--- config.mk ---
export PLATFORM = sky130hd
export DESIGN_NAME = calReadoutTop
export DESIGN_NICKNAME = d
export VERILOG_FILES = /design/src/rtl/calReadoutPkg.sv /design/src/rtl/calReadoutCtl.sv /design/src/rtl/calReadoutDp.sv /design/src/rtl/calReadoutTop.sv
export SDC_FILE = /design/constraint.sdc
export NUM_CORES = 1
export LEC_CHECK = 0
export CAP_MARGIN = 40
export CELL_PAD_IN_SITES_DETAIL_PLACEMENT = 0
export CELL_PAD_IN_SITES_GLOBAL_PLACEMENT = 1
export CORE_ASPECT_RATIO = 0.9
export CORE_MARGIN = 4
export CORE_UTILIZATION = 36
export DETAILED_ROUTE_END_ITERATION = 7
export GPL_TIMING_DRIVEN = 1
export PLACE_DENSITY_LB_ADDON = 0.1
export SKIP_CTS_REPAIR_TIMING = 1
export SLEW_MARGIN = 5
export SYNTH_ARGS = -nofsm -noshare
export SYNTH_HDL_FRONTEND = slang
export SYNTH_HIERARCHICAL = 1
export SYNTH_SLANG_ARGS = --single-unit
--- constraint.sdc ---
create_clock -name clk -period 1.95 [get_ports clk]
set_clock_uncertainty 0.1 [all_clocks]
set_input_delay 0.39 -clock clk [delete_from_list [all_inputs] [get_ports clk]]
set_output_delay 0.39 -clock clk [all_outputs]
set_load 0.01 [all_outputs]
--- src/rtl/calReadoutPkg.sv ---
package calReadoutPkg;
  typedef enum logic [3:0] {
    OP_NOP = 4'd0,
    OP_MRS = 4'd1,
    OP_RD  = 4'd2,
    OP_RDA = 4'd3,
    OP_WR  = 4'd4,
    OP_PRE = 4'd5,
    OP_ACT = 4'd6,
    OP_REF = 4'd7,
    OP_PDE = 4'd8,
    OP_SRE = 4'd9,
    OP_RST = 4'd10
  } cmdOp_e;

  localparam logic [1:0] MR_READOUT = 2'd3;

  typedef struct packed {
    logic       fire;
    logic [1:0] loc;
    logic       flush;
  } patStrobe_t;
endpackage

--- src/rtl/calReadoutCtl.sv ---
module calReadoutCtl
  import calReadoutPkg::*;
#(
  parameter int NUM_BANKS = 8
) (
  input  logic                 clk,
  input  logic                 rst_n,
  input  logic                 cmdValid,
  input  logic [3:0]           cmdOp,
  input  logic [1:0]           mrSel,
  input  logic [2:0]           mrBits,
  input  logic [NUM_BANKS-1:0] bankOpen,
  input  logic                 trpDone,
  output logic                 modeOn,
  output logic                 arrayRd,
  output logic                 arrayAutoPre,
  output logic                 illegal,
  output logic                 errSticky,
  output logic [3:0]           errOp,
  output patStrobe_t           patStb
);
  cmdOp_e     op;
  logic       isRst, isRead, isMr3, banksIdle;
  logic       nextMode, bad, fire, aRd, aPre;
  logic [1:0] locQ, nextLoc;

  assign op        = cmdOp_e'(cmdOp);
  assign isRst     = cmdValid && (op == OP_RST);
  assign isRead    = cmdValid && (op == OP_RD || op == OP_RDA);
  assign isMr3     = cmdValid && (op == OP_MRS) && (mrSel == MR_READOUT);
  assign banksIdle = ~|bankOpen && trpDone;

  always_comb begin
    nextMode = modeOn;
    nextLoc  = locQ;
    bad      = 1'b0;
    fire     = 1'b0;
    aRd      = 1'b0;
    aPre     = 1'b0;
    if (isRst) begin
      nextMode = 1'b0;
    end else if (cmdValid) begin
      if (!modeOn) begin
        if (isMr3 && mrBits[2]) begin
          if (banksIdle) begin
            nextMode = 1'b1;
            nextLoc  = mrBits[1:0];
          end else begin
            bad = 1'b1;
          end
        end
        if (op == OP_RD || op == OP_RDA) aRd = 1'b1;
        if (op == OP_RDA) aPre = 1'b1;
      end else begin
        if (isRead) begin
          fire = 1'b1;
        end else if (isMr3 && !mrBits[2]) begin
          nextMode = 1'b0;
        end else if (op != OP_NOP) begin
          bad = 1'b1;
        end
      end
    end
  end

  always_ff @(posedge clk or negedge rst_n) begin
    if (!rst_n) begin
      modeOn       <= 1'b0;
      locQ         <= 2'd0;
      arrayRd      <= 1'b0;
      arrayAutoPre <= 1'b0;
      illegal      <= 1'b0;
      errSticky    <= 1'b0;
      errOp        <= 4'd0;
    end else begin
      modeOn       <= nextMode;
      locQ         <= nextLoc;
      arrayRd      <= aRd;
      arrayAutoPre <= aPre;
      illegal      <= bad;
      if (isRst) begin
        errSticky <= 1'b0;
        errOp     <= 4'd0;
      end else if (bad && !errSticky) begin
        errSticky <= 1'b1;
        errOp     <= cmdOp;
      end
    end
  end

  assign patStb.fire  = fire;
  assign patStb.loc   = locQ;
  assign patStb.flush = isRst;
endmodule

--- src/rtl/calReadoutDp.sv ---
module calReadoutDp
  import calReadoutPkg::*;
#(
  parameter int DQ_W      = 8,
  parameter int RD_LAT    = 4,
  parameter int BURST_LEN = 8
) (
  input  logic            clk,
  input  logic            rst_n,
  input  patStrobe_t      patStb,
  output logic [DQ_W-1:0] dqOut,
  output logic            dqValid
);
  localparam int BEAT_W = (BURST_LEN > 1) ? $clog2(BURST_LEN) : 1;
  localparam logic [BEAT_W-1:0] LAST_BEAT = BEAT_W'(BURST_LEN - 1);

  logic [RD_LAT-1:0] pendV;
  logic [1:0]        pendLoc [RD_LAT];
  logic [BEAT_W-1:0] beatCnt;
  logic [1:0]        burstLoc;
  logic              active;

  always_ff @(posedge clk or negedge rst_n) begin
    if (!rst_n) begin
      pendV <= '0;
      for (int i = 0; i < RD_LAT; i++) pendLoc[i] <= 2'd0;
    end else if (patStb.flush) begin
      pendV <= '0;
    end else begin
      pendV[0]   <= patStb.fire;
      pendLoc[0] <= patStb.loc;
      for (int i = 1; i < RD_LAT; i++) begin
        pendV[i]   <= pendV[i-1];
        pendLoc[i] <= pendLoc[i-1];
      end
    end
  end

  always_ff @(posedge clk or negedge rst_n) begin
    if (!rst_n) begin
      active   <= 1'b0;
      beatCnt  <= '0;
      burstLoc <= 2'd0;
    end else if (patStb.flush) begin
      active  <= 1'b0;
      beatCnt <= '0;
    end else if (pendV[RD_LAT-1]) begin
      active   <= 1'b1;
      beatCnt  <= '0;
      burstLoc <= pendLoc[RD_LAT-1];
    end else if (active) begin
      if (beatCnt == LAST_BEAT) begin
        active  <= 1'b0;
        beatCnt <= '0;
      end else begin
        beatCnt <= beatCnt + 1'b1;
      end
    end
  end

  assign dqValid = active;
  assign dqOut   = (active && burstLoc == 2'd0 && beatCnt[0]) ? {DQ_W{1'b1}} : {DQ_W{1'b0}};
endmodule

--- src/rtl/calReadoutTop.sv ---
module calReadoutTop
  import calReadoutPkg::*;
#(
  parameter int NUM_BANKS = 8,
  parameter int DQ_W      = 8,
  parameter int RD_LAT    = 4,
  parameter int BURST_LEN = 8
) (
  input  logic                 clk,
  input  logic                 rst_n,
  input  logic                 cmdValid,
  input  logic [3:0]           cmdOp,
  input  logic [1:0]           mrSel,
  input  logic [2:0]           mrBits,
  input  logic [NUM_BANKS-1:0] bankOpen,
  input  logic                 trpDone,
  output logic                 modeOn,
  output logic                 arrayRd,
  output logic                 arrayAutoPre,
  output logic                 illegal,
  output logic                 errSticky,
  output logic [3:0]           errOp,
  output logic [DQ_W-1:0]      dqOut,
  output logic                 dqValid
);
  patStrobe_t patStb;

  calReadoutCtl #(.NUM_BANKS(NUM_BANKS)) i_ctl (
    .clk(clk), .rst_n(rst_n), .cmdValid(cmdValid), .cmdOp(cmdOp),
    .mrSel(mrSel), .mrBits(mrBits), .bankOpen(bankOpen), .trpDone(trpDone),
    .modeOn(modeOn), .arrayRd(arrayRd), .arrayAutoPre(arrayAutoPre),
    .illegal(illegal), .errSticky(errSticky), .errOp(errOp), .patStb(patStb)
  );

  calReadoutDp #(.DQ_W(DQ_W), .RD_LAT(RD_LAT), .BURST_LEN(BURST_LEN)) i_dp (
    .clk(clk), .rst_n(rst_n), .patStb(patStb), .dqOut(dqOut), .dqValid(dqValid)
  );
endmodule

-- Yosys cells after proc, flatten, opt, wreduce, memory -nomap -nowiden
Index checks and enable logic that the tools add are counted.
- register bits after elaboration: 29
- logic and storage cells: 86
- bits of input ports: 21
- output and inout bits: 18
- mux-type cells: 40
- eq/ne operators: 6
- add/sub/neg operators: 1
- bitwise gates (word level): 2
- reduce and logical (&&, ||, !) cells: 22
- operators with widths (operator ; count):
    two-way mux 1 bit ; 32
    two-way mux 3 bit ; 4
    two-way mux 4 bit ; 3
    logical AND 1 bit ; 10
    == test 4 x 2 -> 1 bit, second input constant ; 2
    two-way mux 8 bit ; 1
    OR reduction 8 bit ; 1
    AND reduction 5 bit ; 1
    == test 4 x 1 -> 1 bit, second input constant ; 1
    == test 4 bit, second input constant ; 1
    nonzero test 2 bit ; 2
    nonzero test 4 bit ; 1
    adder 3 x 1 -> 3 bit, second input constant ; 1
    == test 3 bit, second input constant ; 1
    zero test 1 bit ; 3
    nonzero test 3 bit ; 1
    == test 2 bit, second input constant ; 1
    zero test 2 bit ; 1
    inverter 1 bit ; 2
    AND reduction 2 bit ; 1
    logical OR 1 bit ; 1

-- Longest topological paths before layout
- depth in word-level cells: 12
- depth in mapped cells: 7
- gate-level depth less buffers: 5

-- Cells and area by module
The synthesis kept the hierarchy.
- by module, submodules not included (module ; cells an instance ; instances ; area an instance (um^2) ; seq. area each (um^2)):
    calReadoutDp ; 55 ; 1 ; 765.7 ; 450.4
    calReadoutCtl ; 58 ; 1 ; 598.1 ; 275.3

-- Worst setup path after synthesis
No wires, ideal clock.
- path kind: reg-to-output
- start point: reg i_dp.active (netlist: i_dp/dqValid)
- end point: out dqOut[1]
- cell stages (with the launch flop): 3
- arrival: 1.689 ns
- required time: 1.460 ns
- path slack: -0.229 ns
- path buffers: 1
- path through: dfrtp_1 nor4bb_1 buf_4
- word-level cells in the longest chain between the ends: 3
- RTL lines (item ; line ; source):
    from (decl) ; calReadoutDp.sv:21 ; logic active;
    from (signal assigned) ; calReadoutDp.sv:41 ; active <= 1'b0;
    from (signal assigned) ; calReadoutDp.sv:45 ; active <= 1'b0;
    from (signal assigned) ; calReadoutDp.sv:48 ; active <= 1'b1;
    logical AND 1 bit (2 in series) ; calReadoutDp.sv:62 ; assign dqOut = (active && burstLoc == 2'd0 && beatCnt[0]) ? {DQ_W{1'b1}} : {DQ_W{1'b0}};
    two-way mux 8 bit ; calReadoutDp.sv:62 ;
    to (decl) ; calReadoutTop.sv:23 ; output logic [DQ_W-1:0] dqOut,
Every way passes these cells.

-- Final worst setup path
- start point: reg i_dp.burstLoc[0]
- end point: out dqOut[0]
- word-level cells in the longest chain between the ends: 4
- RTL lines (item ; line ; source):
    from (decl) ; calReadoutDp.sv:20 ; logic [1:0] burstLoc;
    from (signal assigned) ; calReadoutDp.sv:50 ; burstLoc <= pendLoc[RD_LAT-1];
    zero test 2 bit ; calReadoutDp.sv:62 ;
    logical AND 1 bit (2 in series) ; calReadoutDp.sv:62 ;
    two-way mux 8 bit ; calReadoutDp.sv:62 ;
Every way passes these cells.

==> metrics.md <==
| Metric | Value |
|---|---|
| Core area | `0.00350 mm²` |
| Primary FF master, synth | `dfrtp_1` |
| Switching portion of total power | `0.277` |
| Sequential area share after synthesis | `0.532` |
| Wire length per cell | `14.1 µm` |
| Slew HR | `0.604` |
| Post-synth EDFFs | `0` |
| Tightest Pin Transition | `585 ps` |
| Clock Power Share | `0.283` |
| CP max FO | `5` |
| XOR/XNOR Fraction of Synth Area | `0` |
| Hold Path Class | `reg2reg` |
| Via density | `5.06` |
| Dpl hpwl | `2220 µm` |
| Max Cap Viol | `0` |
| WL met1 | `1290 µm` |
| Die Area | `0.00484 mm²` |
| PwrDens | `932 mW/mm²` |
| Post-synthesis mux area share | `0.114` |
| Antenna Violating Nets Remaining | `0` |
| Critical Path RT | `1460 ps` |
| DP Worst Slack | `-330 ps` |
| Vias in the first global route | `1051` |
| Met3 wire len | `266 µm` |
| Post-Route WL | `3030 µm` |
| CTS root buf | `clkbuf_8` |
| Pins Over Slew Limit | `0` |
| Top post-synthesis cells by count | `29 x dfrtp_1, 12 x mux2_2, 10 x nor2b_1` |
| Post-route insts no fill | `214` |
| Crit path capture type | `primary output` |
| Clock period minus worst slack | `1970 ps` |
| Initial antenna violation count | `0` |
| Pint | `1.37 mW` |
| Failing checks | `negative setup slack` |
| Yosys reg bits | `29` |
| Worst Path Arrival | `1480 ps` |
| Vias | `1082` |
| Post-layout util | `0.580` |
| Final instance area | `0.00203 mm²` |
| Tot GR Track Use | `0.135` |
| Synth Area in Simple Gates | `0.162` |
| Fin. Hold Viols | `0` |
| Synth top area share | `0.532` |
| Reg power frac | `0.394` |
| CTS tree | `built` |
| Synth top area cells | `dfrtp_1 53%, mux2_2 9.9%, buf_4 5.0%, nor2b_1 4.6%, o32ai_1 2.6%` |
| First-pass DRT Iterations | `4` |
| Worst Slack Setup Final | `-22.0 ps` |
| Row cnt | `20` |
| Most numerous cell in the Yosys netlist | `dfrtp_1` |
| Clock transition at path regs | `60 ps` |
| Hold_ws | `363 ps` |
| RD Place Congestion | `0.896` |
| Area Growth Syn to Fin | `48.9%` |
| Wire length of the first global-routing pass | `4910 µm` |
| Yosys warns | `6` |
| WS Path Type | `reg2out` |
| Post-Place Cells | `201` |
| Synth cell types | `28` |
| Worst-skew pair later-pin latency | `270 ps` |
| Placed cell areas | `0.00186 mm²` |
| Maximum vdd drop | `0.000543 V` |
| Pin count of the biggest net entering global routing | `30` |
| Leak | `1.01 nW` |
| H-Tree Depth | `2` |
| Largest family of logic cells by synthesized area | `simple AND/OR/NAND/NOR gates` |
| Cells after Synth | `113` |
| Uppermost layer routed | `met4` |
| Post-synth top area cell | `dfrtp_1` |
| Synth Area in Adders | `0.0183` |
| Post-Syn Area | `0.00136 mm²` |
| Starting DRT DRC Count | `23` |
| Synthesized Nets | `136` |
| Total power | `1.89 mW` |
| Synth Area in Compound Gates | `0.0917` |
| Boundary pin count | `39` |
| Layout cell share with drive strength beyond 1 | `0.335` |
| CP Launch Type | `flop` |
| Die Y | `66.4 µm` |
| Fin crit share | `1.01` |
| Clk buf depth | `2` |
| CTS Buf Count | `5` |
| Die width | `72.9 µm` |
| Starting Density | `0.389` |
| Setup TNS | `-63.8 ps` |
| CTS sink count | `29` |
| Max Fclk | `0.507 GHz` |
| Post-route DRC violation count | `0` |
| Logic pwr share | `0.323` |
| PortBufs | `38` |
| Status | `complete, but fails checks` |
| Unrepaired setup endpoints after global routing | `yes` |
| Sw Pwr | `0.525 mW` |
| Antenna Cells | `0` |
| Final nets | `192` |
| Ys async rst share | `1.00` |
| Syn Area/Cell | `12.1 µm²` |
| Count of final setup violators | `3` |
| Routed wl met2 | `1370 µm` |
| GRT overflow | `0` |
## cell families after synthesis
kind of cell               count (synthesis)
and+or+nand+nor                           33
AOI/OAI and AO/OA                         15
muxes                                     14
buffers and inverters                     20
adders and majority gates                  2
DFF                                       29
## area by class of cell
cell class	count	area, µm²
repair buffers	60	549
clock buffers	7	96.3
flip-flops and latches	29	726
well taps	44	55.1
fillers	290	1470
clock inverters	1	5.00
inverters	9	33.8
multi-input cells	64	566
## power groups by stage
stage	clock (mW)	sequential, mW	combinational, mW
after floorplan	0	0.773	0.275
after global placement	0	0.749	0.564
after detailed placement	0	0.751	0.576
after CTS	0.560	0.741	0.579
after global routing	0.587	0.755	0.671
final	0.536	0.745	0.611
## worst max-delay path: stages, from the launching register on
cell and delay (ps):
dfrtp_1 400, nor4bb_2 320, buf_4 180, buf_4 100
buf_4 90, buf_2 120
## sequential cells by signal, indices dropped and copies added, names as in the netlist, 2 cells and up
name,cells
i_dp/beatCnt,3
i_dp/pendV,4
i_ctl/errOp,4
i_dp/burstLoc,2
i_ctl/locQ,2
i_dp/pendLoc,8
## layout by cell type, fill, tap and decap left out, types with 3 or more instances in the layout
cell              n
inv_1             9
buf_4            20
nor3_1            5
buf_6             5
clkbuf_8          7
dfrtp_1          29
mux2_2           12
buf_2             3
clkdlybuf4s50_1  29
nand2_1           3
nor2b_1           9
dlymetal6s2s_1    3
o32ai_1           3
o211ai_1          4
## layer usage
layer,vias to the layer above,global-route usage
met5,-,0
met4,0,0.0622
met3,11,0.0456
met2,48,0.195
met1,511,0.181
li1,512,-
## final timing paths
kind | from | endpoint | slack (ps) | cells after the start
worst max-delay path | i_dp/burstLoc[0]$_DFFE_PN0P_ | dqOut[0] | -20 | 5
worst min-delay path | i_dp/pendV[2]$_DFF_PN0_ | i_dp/pendV[3]$_DFF_PN0_ | 360 | 1
worst max register to register | i_dp/beatCnt[0]$_DFFE_PN0P_ | i_dp/beatCnt[0]$_DFFE_PN0P_ | 330 | 4
worst min register to register | i_dp/pendV[2]$_DFF_PN0_ | i_dp/pendV[3]$_DFF_PN0_ | 360 | 1
max in group asynchronous | rst_n | i_ctl/illegal$_DFF_PN0_ | 1080 | 2
min in group asynchronous | rst_n | i_ctl/arrayRd$_DFF_PN0_ | 400 | 2
Note: power is estimated with default switching activity, not from simulation.
